$ cat config.mk
export PLATFORM = sky130hd
export DESIGN_NAME = sdram_pd_ctrl
export DESIGN_NICKNAME = d
export VERILOG_FILES = /design/src/rtl/sdram_pd_pkg.sv /design/src/rtl/pd_idle_counter.sv /design/src/rtl/pd_exit_timer.sv /design/src/rtl/pd_seq_fsm.sv /design/src/rtl/sdram_pd_ctrl.sv
export SDC_FILE = /design/constraint.sdc
export NUM_CORES = 1
export LEC_CHECK = 0
export BUFFER_PORTS_ARGS = -buffer_cell sky130_fd_sc_hd__buf_2
export CORE_MARGIN = 2
export CORE_UTILIZATION = 42
export DETAILED_ROUTE_END_ITERATION = 16
export PLACE_DENSITY = 0.72
export RECOVER_POWER = 50
export SLEW_MARGIN = 20
export SYNTH_ARGS = -nofsm -noshare
export SYNTH_HDL_FRONTEND = slang
export SYNTH_SLANG_ARGS = --single-unit
$ cat constraint.sdc
create_clock -name clk -period 1.8 [get_ports clk]
set_input_delay 0.18 -clock clk [delete_from_list [all_inputs] [get_ports clk]]
set_output_delay 0.18 -clock clk [all_outputs]
set_load 0.02 [all_outputs]
$ cat src/rtl/sdram_pd_pkg.sv
package sdram_pd_pkg;
  localparam int unsigned MODE_W      = 3;
  localparam int unsigned LP_AUTO_PD  = 4;

  typedef enum logic [1:0] {
    PD_NONE  = 2'd0,
    PD_ACTIVE = 2'd1,
    PD_PRECH = 2'd2
  } pd_kind_e;

  typedef enum logic [2:0] {
    ST_RUN,
    ST_PRE,
    ST_CHK,
    ST_REF,
    ST_RWAIT,
    ST_ENTER,
    ST_PD,
    ST_EXIT
  } pd_state_e;
endpackage

$ cat src/rtl/pd_idle_counter.sv
module pd_idle_counter #(
  parameter int unsigned THR_W = 8
) (
  input  logic             clk,
  input  logic             rst_n,
  input  logic             arm,
  input  logic             idle,
  input  logic             mode_ok,
  input  logic [THR_W-1:0] thresh,
  output logic             expire
);
  logic [THR_W-1:0] cnt;
  logic             counting;

  assign counting = arm && idle && mode_ok && (thresh != '0);

  always_ff @(posedge clk) begin
    if (!rst_n)          cnt <= '0;
    else if (!counting)  cnt <= '0;
    else if (cnt < thresh) cnt <= cnt + 1'b1;
  end

  assign expire = counting && (cnt >= thresh);
endmodule

$ cat src/rtl/pd_exit_timer.sv
module pd_exit_timer #(
  parameter int unsigned DLY_W = 4
) (
  input  logic             clk,
  input  logic             rst_n,
  input  logic             active,
  input  logic [DLY_W-1:0] delay,
  output logic             done
);
  logic [DLY_W-1:0] cnt;

  always_ff @(posedge clk) begin
    if (!rst_n)          cnt <= '0;
    else if (!active)    cnt <= '0;
    else if (cnt < delay) cnt <= cnt + 1'b1;
  end

  assign done = active && (cnt >= delay);
endmodule

$ cat src/rtl/pd_seq_fsm.sv
module pd_seq_fsm
  import sdram_pd_pkg::*;
(
  input  logic       clk,
  input  logic       rst_n,
  input  logic       expire,
  input  logic       must,
  input  logic       release_ok,
  input  logic       ref_done,
  input  logic       acc_req,
  input  logic       exit_done,
  output logic       arm,
  output logic       exit_active,
  output logic       pre_all_cmd,
  output logic       ref_cmd,
  output logic       pd_cmd,
  output logic       cke,
  output logic       busy,
  output logic [1:0] pd_status
);
  pd_state_e state, nxt;
  pd_kind_e  kind;

  always_comb begin
    nxt = state;
    unique case (state)
      ST_RUN:   if (expire) nxt = must ? ST_PRE : ST_ENTER;
      ST_PRE:   nxt = ST_CHK;
      ST_CHK:   nxt = release_ok ? ST_ENTER : ST_REF;
      ST_REF:   nxt = ST_RWAIT;
      ST_RWAIT: if (ref_done) nxt = ST_CHK;
      ST_ENTER: nxt = ST_PD;
      ST_PD:    if (acc_req) nxt = ST_EXIT;
      ST_EXIT:  if (exit_done) nxt = ST_RUN;
      default:  nxt = ST_RUN;
    endcase
  end

  always_ff @(posedge clk) begin
    if (!rst_n) begin
      state <= ST_RUN;
      kind  <= PD_ACTIVE;
    end else begin
      state <= nxt;
      if (state == ST_RUN && expire)
        kind <= must ? PD_PRECH : PD_ACTIVE;
    end
  end

  assign arm         = (state == ST_RUN);
  assign exit_active = (state == ST_EXIT);
  assign pre_all_cmd = (state == ST_PRE);
  assign ref_cmd     = (state == ST_REF);
  assign pd_cmd      = (state == ST_ENTER);
  assign cke         = (state != ST_PD);
  assign busy        = (state == ST_EXIT);
  assign pd_status   = (state == ST_PD) ? kind : PD_NONE;
endmodule

$ cat src/rtl/sdram_pd_ctrl.sv
module sdram_pd_ctrl
  import sdram_pd_pkg::*;
#(
  parameter int unsigned THR_W = 8,
  parameter int unsigned DLY_W = 4
) (
  input  logic              clk,
  input  logic              rst_n,
  input  logic              ctrl_idle,
  input  logic              acc_req,
  input  logic [MODE_W-1:0] lp_mode,
  input  logic [THR_W-1:0]  pd_idle_thresh,
  input  logic [DLY_W-1:0]  exit_delay,
  input  logic              ref_must,
  input  logic              ref_release,
  input  logic              ref_done,
  output logic              pre_all_cmd,
  output logic              ref_cmd,
  output logic              pd_cmd,
  output logic              cke,
  output logic              mem_clk_en,
  output logic [1:0]        pd_status,
  output logic              busy
);
  logic arm, expire, exit_active, exit_done, mode_ok;

  assign mode_ok = (lp_mode == MODE_W'(LP_AUTO_PD));

  pd_idle_counter #(.THR_W(THR_W)) u_idle (
    .clk     (clk),
    .rst_n   (rst_n),
    .arm     (arm),
    .idle    (ctrl_idle),
    .mode_ok (mode_ok),
    .thresh  (pd_idle_thresh),
    .expire  (expire)
  );

  pd_exit_timer #(.DLY_W(DLY_W)) u_exit (
    .clk    (clk),
    .rst_n  (rst_n),
    .active (exit_active),
    .delay  (exit_delay),
    .done   (exit_done)
  );

  pd_seq_fsm u_fsm (
    .clk         (clk),
    .rst_n       (rst_n),
    .expire      (expire),
    .must        (ref_must),
    .release_ok  (ref_release),
    .ref_done    (ref_done),
    .acc_req     (acc_req),
    .exit_done   (exit_done),
    .arm         (arm),
    .exit_active (exit_active),
    .pre_all_cmd (pre_all_cmd),
    .ref_cmd     (ref_cmd),
    .pd_cmd      (pd_cmd),
    .cke         (cke),
    .busy        (busy),
    .pd_status   (pd_status)
  );

  // The memory clock is never gated, in power-down or otherwise.
  assign mem_clk_en = 1'b1;
endmodule

Word level (Yosys, flattened, before mapping)
Index checks and enable logic that the tools add are counted.
{"block": "totals", "register_bits": 17, "input_bits": 22, "out_inout_bits": 8, "word_cells": 43}
{"block": "classes", "add_sub_neg": 2, "n_lt_le_gt_ge": 4, "n_eq_ne": 13, "n_mux": 9, "n_reduce_logical": 11}
{"op": "3-bit case mux with 8 select lines", "n": 1}
{"op": "3-bit 2-to-1 mux", "n": 6}
{"op": "3-bit equality test (second input constant)", "n": 5}
{"op": "8-bit by 1-bit adder with 8-bit output (second input constant)", "n": 1}
{"op": "8-bit >= comparator", "n": 1}
{"op": "8-bit < comparator", "n": 1}
{"op": "8-bit nonzero test", "n": 1}
{"op": "3-bit by 2-bit equality test with 1-bit output (second input constant)", "n": 2}
{"op": "1-bit logical AND", "n": 6}
{"op": "2-bit != test (second input constant)", "n": 3}
{"op": "4-bit by 1-bit adder with 4-bit output (second input constant)", "n": 1}
{"op": "4-bit >= comparator", "n": 1}
{"op": "4-bit < comparator", "n": 1}
{"op": "2-bit 2-to-1 mux", "n": 2}
{"op": "2-bit AND reduction", "n": 2}
{"op": "4-bit AND reduction", "n": 1}
{"op": "3-bit by 1-bit equality test with 1-bit output (second input constant)", "n": 1}
{"op": "3-bit zero test", "n": 1}
{"op": "3-bit != test (second input constant)", "n": 1}
{"op": "2-bit by 1-bit != test with 1-bit output (second input constant)", "n": 1}

Logic depth before layout (Yosys ltp)
{"block": "logic_depth", "word_depth": 7, "mapped_depth": 8}

Cells and area by module
From an unflattened synthesis, not the netlist that was laid out.
{"block": "hier_totals", "hier_cells": 159, "hier_area_um2": 1301.2}
{"mod": "pd_idle_counter", "instances": 1, "cells_per_inst": 77, "area_each_um2": 613.1, "seq_area_each_um2": 160.2}
{"mod": "pd_seq_fsm", "instances": 1, "cells_per_inst": 43, "area_each_um2": 349.1, "seq_area_each_um2": 100.1}
{"mod": "pd_exit_timer", "instances": 1, "cells_per_inst": 36, "area_each_um2": 315.3, "seq_area_each_um2": 80.1}
{"mod": "sdram_pd_ctrl", "instances": 1, "cells_per_inst": 3, "area_each_um2": 23.8, "seq_area_each_um2": 0.0}

Least setup slack after synthesis
OpenSTA, ideal clock, no wires.
{"block": "synth_path", "path_kind": "reg-to-reg", "start": "register u_idle.cnt[3]", "end": "register u_idle.cnt[3]", "setup_ns": 0.072, "t_arrival_ns": 1.635, "t_required_ns": 1.728, "slack_ns": 0.092, "path_stages_with_launch": 6, "path_buffers": 0, "period_less_slack_ns": 1.708, "cell_sequence": "dfxtp_1 -> ha_1 -> a21oi_1 -> a21oi_2 -> or4_1 -> a21oi_1"}
{"block": "synth_between", "elab_chain_cells": 1}
{"element": "from (decl)", "line": "pd_idle_counter.sv:12", "rtl": "logic [THR_W-1:0] cnt;"}
{"element": "from (signal assigned)", "line": "pd_idle_counter.sv:20", "rtl": "else if (cnt < thresh) cnt <= cnt + 1'b1;"}
{"element": "8-bit by 1-bit adder with 8-bit output / 8-bit < comparator (equally long branches)", "line": "pd_idle_counter.sv:20"}
Parallel ways exist; a longest one is shown, timed or not.
A chain may end at the register's enable or synchronous reset.

Final worst setup path
{"block": "layout_path", "start": "register u_idle.cnt[1]", "end": "register u_idle.cnt[4]"}
The elaborated chain is that of the path after synthesis.

==> out/results.ini <==
[clock_tree]
cts_tree = done
cts_buffers = 3
insertion_delay_ns = 0.30
path_clk_slew_ns = 0.11
cts_root_buf = clkbuf_4
clock-sinks = 17
htreeDepth = 1
clk_path_buf_depth = 2

[critical_path]
critPathArrivalTime_ns = 1.98
crit_chain = ha_4 -> nor2b_4 -> o211ai_4 -> a21oi_4 -> buf_4 -> o31ai_1 -> a21oi_2
startpoint = u_idle.cnt[1]$_SDFFE_PN0P_
crit_slowest_cell = dfxtp_4
cp_data_required_time_ns = 1.99
critical_path_class = reg2reg
r2r-start = u_idle.cnt[1]$_SDFFE_PN0P_
cp-end-kind = flop
cp-start-kind = flop
critPathTopFamily = compound AO/OA/AOI/OAI gates
slowest_delay_ns = 0.38
cp_num_buf_inv = 1
cp_max_fo = 7

[global_routing]
antenna_found_initial = 0
grt_pass1_vias = 1077
grt_pass1_wl_mm = 4.664
grt_max_degree = 13
track_usage = 0.1739
gr-total-overflow = 0

[floorplan]
rows = 20
dieArea_um2 = 3543
core_um2 = 3003
die_y_um = 59.53
start_util = 0.4312
io_pins = 30
die_w_um = 59.53

[synth]
synth_edf_count = 0
synth_area_um2 = 1295
synth_cell_types = 40
syn_nets = 196
syn_inst = 160
ys_seq_elements = 17
ys.flop_type = dfxtp_1
ys_warn_count = 0
ys_seq_area_frac = 0.2628
ys_async_sr_fraction = 0
syn-mean-instance-area_um2 = 8.094

[timing]
min_period_ns = 1.792
grt_setup_unrepaired = yes
fin_skew_ns = 0.009912
holdWs_ns = 0.1710
tns_ns = 0
setup-violations-final = 0
drv_slew = 0
min_period_over_period = 0.9955
hold_viol = 0
fmax_mhz = 558.1

[layout]
fillers = 283
multi_input_comb_area_um2 = 977.2
final_util = 0.5625
design_area_um2 = 1689
area_growth_pct = 30.43
seq_area_um2 = 349.1
final_cell_mix = buf_2 (23), nand2_1 (18), inv_1 (17)
final_common_cell = buf_2
fin_nets = 237
final_layout_size_suffix_gt1_frac = 0.3600
antennaDiodeCount = 0

[run]
max-cap-violations = 0

[power_and_ir_drop]
power_density_nw_per_um2 = 572.6
design_power_total_uw = 967.2
p_leak_uw = 0.0007349
irDropWorstVdd_uv = 369.1

[placement]
port_buffers = 28
placed_area_um2 = 1509
gp_congestion = 0.8387
hpwl_mm = 2.167

[hold_path]
hold_class = in2reg
min_from = ref_must

[detailed_routing]
viasPerCell = 5.356
vias = 1248
drt-initial-drc-count = 86
wl_per_cell_um = 13.07
antenna_left = 0
drt_pass1_iterations = 4
drt-total-wl_mm = 3.046
remaining_drc_errors = 0

[status]
status = finished, final reports clean

[power breakdown]
group / leakage, µW / internal [µW] / switching, µW / total, µW
Combinational: 0.000580 / 137 / 145 / 282
Clock: 0.0000150 / 86.3 / 125 / 212
Sequential: 0.000140 / 401 / 72.8 / 474
Total: 0.000735 / 624 / 343 / 967
[Yosys cell counts, types with 3 or more instances]
| cell type | count | area (µm²) |
|---|---|---|
| and2_1 | 3 | 18.77 |
| a21oi_1 | 12 | 60.06 |
| nor2_1 | 9 | 33.78 |
| nand2_1 | 18 | 67.56 |
| nand4_1 | 6 | 37.54 |
| ha_1 | 14 | 175.2 |
| nand3_1 | 8 | 40.04 |
| inv_1 | 17 | 63.81 |
| buf_4 | 4 | 30.03 |
| mux2i_1 | 4 | 40.04 |
| or2_2 | 4 | 25.02 |
| o21ai_0 | 6 | 30.03 |
| dfxtp_1 | 17 | 340.3 |
| nor4_1 | 3 | 18.77 |
[cell type report]
class,count,area share
Clock buffer,4,0.01556
Inverter,17,0.03778
Multi-Input combinational cell,121,0.5785
Sequential cell,17,0.2067
Tap cell,33,0.02444
Timing Repair Buffer,41,0.1370
[sequential cells by signal (all words and copies together), names as in the netlist]
signal,flops
u_idle.cnt,8
u_exit.cnt,4
u_fsm.state,3
u_fsm.kind,2
[repair_timing]
action                     4_1_cts  5_1_grt
buffers inserted                 3        1
setup endpoints to repair        2        9
hold endpoints to repair         0        0
pin swaps                        1       11
gates resized for setup          4       22
hold buffers                     0        0
[per-stage QoR]
step                setup WS, ns  cells
floorplan                0.09244    160
global route            -0.04395    233
CTS                     0.007288    232
detailed placement      -0.03507    225
finish                  0.008058    233
global placement         0.05562    225
[layer usage]
layer / up-vias / global-route usage / wire length, µm
met5: - / 0 / 0
met3: 6 / 0.03057 / 142
met4: 0 / 0.05714 / 53
met1: 562 / 0.2236 / 1422
li1: 650 / - / -
met2: 30 / 0.2936 / 1427
[worst min-delay path: stages]
cell and delay [ns]:
buf_2 0.11, nand2_1 0.08, mux2i_1 0.06
[kinds of logic after synthesis]
family / count (synthesis) / synth area share
simple gates: 64 / 0.2763
compound gates: 33 / 0.1768
buf+inv: 22 / 0.07632
flops: 17 / 0.2628
fa+ha+maj: 14 / 0.1353
mux: 5 / 0.04251
xor+xnor: 4 / 0.02706
other cells: 1 / 0.002896
[path summary, 6_finish.rpt]
check	end	slack, ns	cells after the start
min	u_fsm.kind[1]$_SDFFE_PN0P_	0.17	3
min reg2reg	u_fsm.kind[1]$_SDFFE_PN0P_	0.47	2
max	u_idle.cnt[4]$_SDFFE_PN0P_	0.008	7
max reg2reg	u_idle.cnt[4]$_SDFFE_PN0P_	0.008	7
(Power assumes the default switching activity.)
